--- src/rtl/txring_pkg.sv ---
package txring_pkg;
  localparam int SIZE_W        = 11;
  localparam int CTRL_LAST_BIT = 30;
  localparam int CTRL_INT_BIT  = 31;
  localparam int NUM_IRQ       = 3;

  localparam logic [2:0] RA_DESC  = 3'd0;
  localparam logic [2:0] RA_STAT  = 3'd1;
  localparam logic [2:0] RA_COUNT = 3'd2;
  localparam logic [2:0] RA_PROD  = 3'd3;
  localparam logic [2:0] RA_CONS  = 3'd4;
  localparam logic [2:0] RA_ISTAT = 3'd5;
  localparam logic [2:0] RA_IEN   = 3'd6;
  localparam logic [2:0] RA_ICLR  = 3'd7;

  typedef enum logic [2:0] {
    S_IDLE, S_ADDR, S_CTRL, S_FILL, S_SEND, S_MAC, S_STAT, S_ADV
  } eng_state_t;
endpackage

--- src/rtl/txring_regs.sv ---
module txring_regs
  import txring_pkg::*;
#(
  parameter int ADDR_W = 32,
  parameter int IDX_W  = 8
) (
  input  logic              clk,
  input  logic              rst,
  input  logic              reg_we,
  input  logic [2:0]        reg_addr,
  input  logic [31:0]       reg_wdata,
  output logic [31:0]       reg_rdata,
  input  logic [IDX_W-1:0]  consume,
  input  logic              evt_done,
  input  logic              evt_err,
  input  logic              evt_drain,
  output logic [ADDR_W-1:0] desc_base,
  output logic [ADDR_W-1:0] stat_base,
  output logic [IDX_W-1:0]  ring_last,
  output logic [IDX_W-1:0]  produce,
  output logic              irq
);
  logic [NUM_IRQ-1:0] int_stat, int_en, set_mask, clr_mask;

  assign set_mask = {evt_drain, evt_err, evt_done};
  assign clr_mask = (reg_we && reg_addr == RA_ICLR) ? reg_wdata[NUM_IRQ-1:0] : '0;

  always_ff @(posedge clk) begin
    if (rst) begin
      desc_base <= '0;
      stat_base <= '0;
      ring_last <= '0;
      produce   <= '0;
      int_en    <= '0;
      int_stat  <= '0;
      irq       <= 1'b0;
      reg_rdata <= '0;
    end else begin
      if (reg_we) begin
        case (reg_addr)
          RA_DESC:  desc_base <= reg_wdata[ADDR_W-1:0];
          RA_STAT:  stat_base <= reg_wdata[ADDR_W-1:0];
          RA_COUNT: ring_last <= reg_wdata[IDX_W-1:0];
          RA_PROD:  produce   <= reg_wdata[IDX_W-1:0];
          RA_IEN:   int_en    <= reg_wdata[NUM_IRQ-1:0];
          default: ;
        endcase
      end
      int_stat <= (int_stat & ~clr_mask) | set_mask;
      irq      <= |(int_stat & int_en);
      case (reg_addr)
        RA_DESC:  reg_rdata <= 32'(desc_base);
        RA_STAT:  reg_rdata <= 32'(stat_base);
        RA_COUNT: reg_rdata <= 32'(ring_last);
        RA_PROD:  reg_rdata <= 32'(produce);
        RA_CONS:  reg_rdata <= 32'(consume);
        RA_ISTAT: reg_rdata <= 32'(int_stat);
        RA_IEN:   reg_rdata <= 32'(int_en);
        default:  reg_rdata <= '0;
      endcase
    end
  end

  a_r10_clear_keeps_enable: assert property (@(posedge clk) disable iff (rst)
    (reg_we && reg_addr == RA_ICLR) |=> $stable(int_en));
  a_r9_enable_keeps_status: assert property (@(posedge clk) disable iff (rst)
    (reg_we && reg_addr == RA_IEN && !evt_done && !evt_err && !evt_drain) |=> $stable(int_stat));
  a_r8_done_recorded: assert property (@(posedge clk) disable iff (rst)
    evt_done |=> int_stat[0]);
  a_r6_error_recorded: assert property (@(posedge clk) disable iff (rst)
    evt_err |=> int_stat[1]);
endmodule

--- src/rtl/txring_engine.sv ---
module txring_engine
  import txring_pkg::*;
#(
  parameter int ADDR_W = 32,
  parameter int IDX_W  = 8
) (
  input  logic              clk,
  input  logic              rst,
  input  logic [ADDR_W-1:0] desc_base,
  input  logic [ADDR_W-1:0] stat_base,
  input  logic [IDX_W-1:0]  ring_last,
  input  logic [IDX_W-1:0]  produce,
  output logic [IDX_W-1:0]  consume,
  output logic              mem_req,
  output logic              mem_we,
  output logic [ADDR_W-1:0] mem_addr,
  output logic [31:0]       mem_wdata,
  input  logic              mem_ack,
  input  logic [31:0]       mem_rdata,
  output logic              tx_valid,
  output logic [7:0]        tx_data,
  output logic              tx_last,
  input  logic              tx_ready,
  output logic              tx_abort,
  input  logic              mac_done,
  input  logic [3:0]        mac_err,
  output logic              evt_done,
  output logic              evt_err,
  output logic              evt_drain
);
  eng_state_t        state;
  logic [ADDR_W-1:0] buf_ptr;
  logic [SIZE_W-1:0] left, size_q;
  logic              ctrl_last, ctrl_int, nodesc_q;
  logic [31:0]       word_q;
  logic [3:0]        err_q;
  logic [IDX_W-1:0]  next_idx;
  logic [ADDR_W-1:0] desc_addr, stat_addr;

  assign next_idx  = (consume == ring_last) ? '0 : consume + IDX_W'(1);
  assign desc_addr = desc_base + (ADDR_W'(consume) << 3);
  assign stat_addr = stat_base + (ADDR_W'(consume) << 2);

  function automatic logic [7:0] lane(input logic [31:0] w, input logic [1:0] s);
    return w[8*s +: 8];
  endfunction

  function automatic logic [31:0] stat_word(input logic nd, input logic [3:0] e,
                                            input logic [SIZE_W-1:0] sz);
    return {(nd | (|e)), nd, e, (32-6-SIZE_W)'(0), sz};
  endfunction

  always_ff @(posedge clk) begin
    if (rst) begin
      state     <= S_IDLE;
      consume   <= '0;
      buf_ptr   <= '0;
      left      <= '0;
      size_q    <= '0;
      ctrl_last <= 1'b0;
      ctrl_int  <= 1'b0;
      nodesc_q  <= 1'b0;
      word_q    <= '0;
      err_q     <= '0;
      mem_req   <= 1'b0;
      mem_we    <= 1'b0;
      mem_addr  <= '0;
      mem_wdata <= '0;
      tx_valid  <= 1'b0;
      tx_data   <= '0;
      tx_last   <= 1'b0;
      tx_abort  <= 1'b0;
      evt_done  <= 1'b0;
      evt_err   <= 1'b0;
      evt_drain <= 1'b0;
    end else begin
      tx_abort  <= 1'b0;
      evt_done  <= 1'b0;
      evt_err   <= 1'b0;
      evt_drain <= 1'b0;
      case (state)
        S_IDLE: if (produce != consume) begin
          mem_req  <= 1'b1;
          mem_we   <= 1'b0;
          mem_addr <= desc_addr;
          state    <= S_ADDR;
        end
        S_ADDR: if (mem_ack) begin
          buf_ptr  <= mem_rdata[ADDR_W-1:0];
          mem_addr <= desc_addr + ADDR_W'(4);
          state    <= S_CTRL;
        end
        S_CTRL: if (mem_ack) begin
          left      <= mem_rdata[SIZE_W-1:0];
          size_q    <= mem_rdata[SIZE_W-1:0];
          ctrl_last <= mem_rdata[CTRL_LAST_BIT];
          ctrl_int  <= mem_rdata[CTRL_INT_BIT];
          mem_addr  <= {buf_ptr[ADDR_W-1:2], 2'b00};
          state     <= S_FILL;
        end
        S_FILL: if (mem_ack) begin
          mem_req  <= 1'b0;
          word_q   <= mem_rdata;
          tx_valid <= 1'b1;
          tx_data  <= lane(mem_rdata, buf_ptr[1:0]);
          tx_last  <= ctrl_last && (left == '0);
          state    <= S_SEND;
        end
        S_SEND: if (tx_ready) begin
          buf_ptr <= buf_ptr + ADDR_W'(1);
          if (left == '0) begin
            tx_valid <= 1'b0;
            tx_last  <= 1'b0;
            if (ctrl_last) begin
              state <= S_MAC;
            end else begin
              nodesc_q  <= (next_idx == produce);
              err_q     <= '0;
              mem_req   <= 1'b1;
              mem_we    <= 1'b1;
              mem_addr  <= stat_addr;
              mem_wdata <= stat_word(next_idx == produce, 4'b0, size_q);
              state     <= S_STAT;
            end
          end else begin
            left <= left - SIZE_W'(1);
            if (buf_ptr[1:0] == 2'd3) begin
              tx_valid <= 1'b0;
              mem_req  <= 1'b1;
              mem_we   <= 1'b0;
              mem_addr <= buf_ptr + ADDR_W'(1);
              state    <= S_FILL;
            end else begin
              tx_data <= lane(word_q, buf_ptr[1:0] + 2'd1);
              tx_last <= ctrl_last && (left == SIZE_W'(1));
            end
          end
        end
        S_MAC: if (mac_done) begin
          err_q     <= mac_err;
          nodesc_q  <= 1'b0;
          mem_req   <= 1'b1;
          mem_we    <= 1'b1;
          mem_addr  <= stat_addr;
          mem_wdata <= stat_word(1'b0, mac_err, size_q);
          state     <= S_STAT;
        end
        S_STAT: if (mem_ack) begin
          mem_req <= 1'b0;
          mem_we  <= 1'b0;
          state   <= S_ADV;
        end
        S_ADV: begin
          consume   <= next_idx;
          evt_done  <= ctrl_int;
          evt_err   <= nodesc_q | (|err_q);
          evt_drain <= (next_idx == produce);
          tx_abort  <= nodesc_q;
          state     <= S_IDLE;
        end
        default: state <= S_IDLE;
      endcase
    end
  end

  a_r3_stream_holds: assert property (@(posedge clk) disable iff (rst)
    (tx_valid && !tx_ready) |=> (tx_valid && $stable(tx_data) && $stable(tx_last)));
  a_r2_mem_request_holds: assert property (@(posedge clk) disable iff (rst)
    (mem_req && !mem_ack) |=> (mem_req && $stable(mem_addr) && $stable(mem_we)));
  a_r4_consume_steps: assert property (@(posedge clk) disable iff (rst)
    !$stable(consume) |-> (consume == '0 || consume == $past(consume) + IDX_W'(1)));
  a_r4_idle_when_empty: assert property (@(posedge clk) disable iff (rst)
    (state == S_IDLE && produce == consume) |=> (state == S_IDLE && !mem_req));
  a_r6_abort_without_last: assert property (@(posedge clk) disable iff (rst)
    tx_abort |-> !tx_valid);
endmodule

--- src/rtl/txring_mgr.sv ---
module txring_mgr
  import txring_pkg::*;
#(
  parameter int ADDR_W = 32,
  parameter int IDX_W  = 8
) (
  input  logic              clk,
  input  logic              rst,
  input  logic              reg_we,
  input  logic [2:0]        reg_addr,
  input  logic [31:0]       reg_wdata,
  output logic [31:0]       reg_rdata,
  output logic              mem_req,
  output logic              mem_we,
  output logic [ADDR_W-1:0] mem_addr,
  output logic [31:0]       mem_wdata,
  input  logic              mem_ack,
  input  logic [31:0]       mem_rdata,
  output logic              tx_valid,
  output logic [7:0]        tx_data,
  output logic              tx_last,
  input  logic              tx_ready,
  output logic              tx_abort,
  input  logic              mac_done,
  input  logic [3:0]        mac_err,
  output logic              irq
);
  logic [ADDR_W-1:0] desc_base, stat_base;
  logic [IDX_W-1:0]  ring_last, produce, consume;
  logic              evt_done, evt_err, evt_drain;

  txring_regs #(.ADDR_W(ADDR_W), .IDX_W(IDX_W)) u_regs (
    .clk(clk), .rst(rst),
    .reg_we(reg_we), .reg_addr(reg_addr), .reg_wdata(reg_wdata), .reg_rdata(reg_rdata),
    .consume(consume),
    .evt_done(evt_done), .evt_err(evt_err), .evt_drain(evt_drain),
    .desc_base(desc_base), .stat_base(stat_base), .ring_last(ring_last), .produce(produce),
    .irq(irq)
  );

  txring_engine #(.ADDR_W(ADDR_W), .IDX_W(IDX_W)) u_engine (
    .clk(clk), .rst(rst),
    .desc_base(desc_base), .stat_base(stat_base), .ring_last(ring_last), .produce(produce),
    .consume(consume),
    .mem_req(mem_req), .mem_we(mem_we), .mem_addr(mem_addr), .mem_wdata(mem_wdata),
    .mem_ack(mem_ack), .mem_rdata(mem_rdata),
    .tx_valid(tx_valid), .tx_data(tx_data), .tx_last(tx_last), .tx_ready(tx_ready),
    .tx_abort(tx_abort), .mac_done(mac_done), .mac_err(mac_err),
    .evt_done(evt_done), .evt_err(evt_err), .evt_drain(evt_drain)
  );
endmodule

--- config.mk ---
export PLATFORM = sky130hd
export DESIGN_NAME = txring_mgr
export DESIGN_NICKNAME = d
export VERILOG_FILES = /design/src/rtl/txring_pkg.sv /design/src/rtl/txring_regs.sv /design/src/rtl/txring_engine.sv /design/src/rtl/txring_mgr.sv
export SDC_FILE = /design/constraint.sdc
export NUM_CORES = 1
export LEC_CHECK = 0
export CAP_MARGIN = 15
export CORE_ASPECT_RATIO = 0.8
export CORE_MARGIN = 2
export CORE_UTILIZATION = 60
export CTS_CLUSTER_SIZE = 16
export DETAILED_ROUTE_END_ITERATION = 10
export DONT_BUFFER_PORTS = 1
export PLACE_DENSITY = 0.76
export SYNTH_ARGS = -nofsm -noshare
export SYNTH_HDL_FRONTEND = slang
export SYNTH_SLANG_ARGS = --single-unit
--- constraint.sdc ---
create_clock -name clk -period 4.29 [get_ports clk]
set_input_delay 0.2145 -clock clk [delete_from_list [all_inputs] [get_ports clk]]
set_output_delay 0.2145 -clock clk [all_outputs]
set_load 0.01 [all_outputs]
==> summary.md <==
| Metric | Value |
|---|---|
| Post-Place Cell Area | `16,200 um2` |
| Final setup TNS | `0 ns` |
| Crit path max-delay family | `compound AO/OA/AOI/OAI gates` |
| Kind of critical path | `register to register` |
| Worst-Margin Slew | `1.23 ns` |
| Top cell type's share of synthesized area | `35.1%` |
| Hold Fails Final Rpt | `0` |
| Final setup fails | `0` |
| Worst Hold Endpoint | `u_engine.mem_wdata[31]$_SDFFE_PP0P_` |
| Die Y | `151 um` |
| Met2 Wirelength | `22,900 um` |
| Synth Flop Type | `dfxtp_1` |
| TritonCTS clock tree | `built` |
| Peak supply drop | `0.000401 V` |
| Flop2flop setup slack | `0.49 ns` |
| Remaining antenna violation count | `0` |
| Slowest stage cell, crit path | `a2111oi_4` |
| RD Place Congestion | `0.940` |
| Worst EP required | `4.69 ns` |
| CP Data Arrival Time | `4.20 ns` |
| Vias/cell | `6.43` |
| Final HPWL from detailed placement | `34,100 um` |
| Hold Startpoint | `mac_err[0]` |
| Largest net degree at the start of global routing | `243` |
| Final Skew | `0.0135 ns` |
| RSZ-0062 raised after global routing | `no` |
| Finished layout cell area | `18,000 um2` |
| Most numerous cell in the Yosys netlist | `nand2_1` |
| Power Total | `0.00758 W` |
| Clock buffer count from CTS | `29` |
| Warnings, synthesis | `0` |
| Post-synth EDFFs | `0` |
| Post-Syn Area | `16,100 um2` |
| Drt pass-1 iters | `6` |
| CTS Buffer Depth | `3` |
| H-tree depth | `1` |
| HP Class | `input port to register` |
| Area leader, netlist | `dfxtp_1` |
| R2R depth | `11` |
| Largest stage delay on the critical path | `0.49 ns` |
| Final WL | `50,900 um` |
| Worst R2R Start | `u_regs.desc_base[3]$_SDFFE_PP0P_` |
| Pwr/cell area | `421 nW/um2` |
| Worst flop-to-flop path endpoint | `u_engine.mem_addr[18]$_SDFFE_PP0P_` |
| Crit-path cells | `ha_1 > fa_1 > a211oi_2 > o31a_2 > xor2_1 > nand4b_1 > a2111oi_4 > and3_1 > xor2_1 > a221oi_1 > nor3_1` |
| Max cap viols | `0` |
| Relative slew slack | `17.7%` |
| Synthesized flop and latch total | `283` |
| Row cnt | `53` |
| Tcrit/Tclk final | `88.7%` |
| Die area | `28,200 um2` |
| Nets@finish | `2,177` |
| # DRC | `0` |
| Final min period | `3.80 ns` |
| PortBufs | `0` |
| Leakage | `6.32 nW` |
| Crit-path most repeated cell | `xor2_1` |
| Vias in the first global route | `14,500` |
| Vias post-DR | `15,800` |
| Sequential area share after synthesis | `35.1%` |
| CP Launch Type | `register` |
| Clk_lat worst skew | `0.57 ns` |
| Post-DR wirelength/cell | `20.7 um` |
| Buf+Inv Stages, Crit Path | `0` |
| Die width | `187 um` |
| Post-synth top cells | `nand2_1, dfxtp_1, a21oi_1` |
| F_max | `263 MHz` |
| WHS Path Cells | `4` |
| Crit end category | `register` |
| Iter 0 DRT Violations | `1,709` |
| WL met3 | `5520 um` |
| Post-Syn Area per Cell | `7.72 um2` |
| First-pass GRT wire length | `79,500 um` |
| Post-synthesis cell type count | `87` |
| Setup repair bufs after CTS | `0` |
| Overflow after GRT | `0` |
| Antenna violations before repair | `4` |
| Wl on met1 | `20,900 um` |
| Status | `finished clean` |
| Maximum fanout along the worst path | `9` |
| Max Used Layer | `met4` |
| Post-synthesis async set-or-reset flop share | `0%` |
| GRT Total Usage | `35.0%` |
| Max Slew Vio Count | `0` |
| Root Buffer | `clkbuf_16` |
| Initial core utilization | `61.2%` |
| Top post-synthesis cells by area | `dfxtp_1, nand2_1, a21oi_1` |
| Core area | `26,400 um2` |
| Clock sink count | `283` |
| Synth-to-Final Area Change | `11.6%` |
| IO Pins | `187` |
| Clock transition at path regs | `0.06 ns` |
| Layout cell share with drive strength beyond 1 | `7.05%` |
| Synthesized instance count | `2,090` |
-- report_power, final --
part	switching [W]	internal (W)
combinational	0.00110	0.000648
sequential	0.000364	0.00286
clock	0.00112	0.00149
-- per-layer routing --
metal  global-route usage (%)  vias up
met5                        0        -
met4                     11.3        0
met3                     8.44      117
met2                     56.1      879
met1                     46.9     7453
li1                         -     7396
-- kinds of logic after synthesis --
kind of cell    share of synthesized area [%]
simple gates                             24.0
compound gates                           22.7
flops                                    35.1
buf+inv                                  5.24
xor+xnor                                 5.80
mux                                      5.32
fa+ha+maj                                1.88
other cells                            0.0232
-- layout by cell type (no fill, tap or decap), types with 9 or more instances in the layout --
cell           count
a22oi_1           52
nand3_1           46
dlygate4sd3_1     82
clkbuf_16         29
xor2_1            41
a21oi_1          228
nand2b_1          11
buf_4             36
inv_1             15
nand4_1           26
o211ai_1          12
a31oi_1           11
mux2i_1           33
o21ai_0           86
dfxtp_1          283
nor3b_1           13
nand2_1          391
a221oi_1          12
a211oi_1          19
nand3b_1           9
and3_1            25
ha_1              21
a311oi_1          12
o221ai_1          13
o31ai_1           24
o22ai_1           18
and2_1            11
a21o_1            13
xnor2_1           65
mux4_2            23
conb_1            15
nor3_1            35
nor2_1           215
nor4_1            11
and4_1            14
-- timing repair --
item | in CTS | in global routing
setup endpoints to repair | 0 | 3
gates resized for setup | 0 | 1
endpoints found under the hold margin | 259 | 0
hold buffers | 83 | 0
-- flip-flops by register name, indices dropped and copies added, names as in the netlist, 8 cells and up --
name and flops:
u_engine.tx_data 8, u_engine.word_q 32, u_engine.buf_ptr 32, u_regs.reg_rdata 32, u_engine.left 11, u_engine.consume 8
u_regs.ring_last 8, u_engine.size_q 11, u_engine.mem_wdata 14, u_regs.desc_base 32, u_engine.mem_addr 32, u_regs.stat_base 32
u_regs.produce 8
-- cell type report --
type                            count  area [um2]
Multi-Input combinational cell   1628        9720
Fill cell                        2204        8380
Sequential cell                   283        5670
Timing Repair Buffer              120        1130
Clock buffer                       38         790
Tap cell                          357         447
Clock inverter                     16         181
Inverter                           15        56.3
Antenna cell                        6        15.0
-- stage by stage --
stage | utilization, % | worst slack (ns) | hold WS [ns] | std cells
floorplan | - | 1.12 | 0.350 | 2104
global placement | 61.2 | 0.504 | 0.301 | 2319
detailed placement | 61.2 | 0.400 | 0.306 | 2319
CTS | 68.1 | 0.328 | 0.0000611 | 2456
global route | 68.2 | 0.213 | 0.0160 | 2457
finish | 68.2 | 0.485 | 0.00569 | 2463
-- tightest hold or removal path, stage by stage --
cell and delay, ns:
nor4_1 0.03, nor2_1 0.07, a21oi_1 0.05, o31ai_1 0.17
-- worst max-delay path by stage --
stage	startpoint	endpoint	slack (ns)	depth (start not counted)
2_1_floorplan	u_engine.consume[0]$_SDFFE_PP0N_	u_engine.mem_addr[18]$_SDFFE_PP0P_	1.12	13
3_3_place_gp	u_regs.desc_base[3]$_SDFFE_PP0P_	u_engine.mem_addr[27]$_SDFFE_PP0P_	0.50	11
3_5_place_dp	u_regs.desc_base[3]$_SDFFE_PP0P_	u_engine.mem_addr[18]$_SDFFE_PP0P_	0.40	11
4_1_cts	u_regs.desc_base[3]$_SDFFE_PP0P_	u_engine.mem_addr[18]$_SDFFE_PP0P_	0.33	11
5_1_grt	u_regs.desc_base[3]$_SDFFE_PP0P_	u_engine.mem_addr[18]$_SDFFE_PP0P_	0.21	11
6_report	u_regs.desc_base[3]$_SDFFE_PP0P_	u_engine.mem_addr[18]$_SDFFE_PP0P_	0.49	11
(Power assumes the default switching activity.)
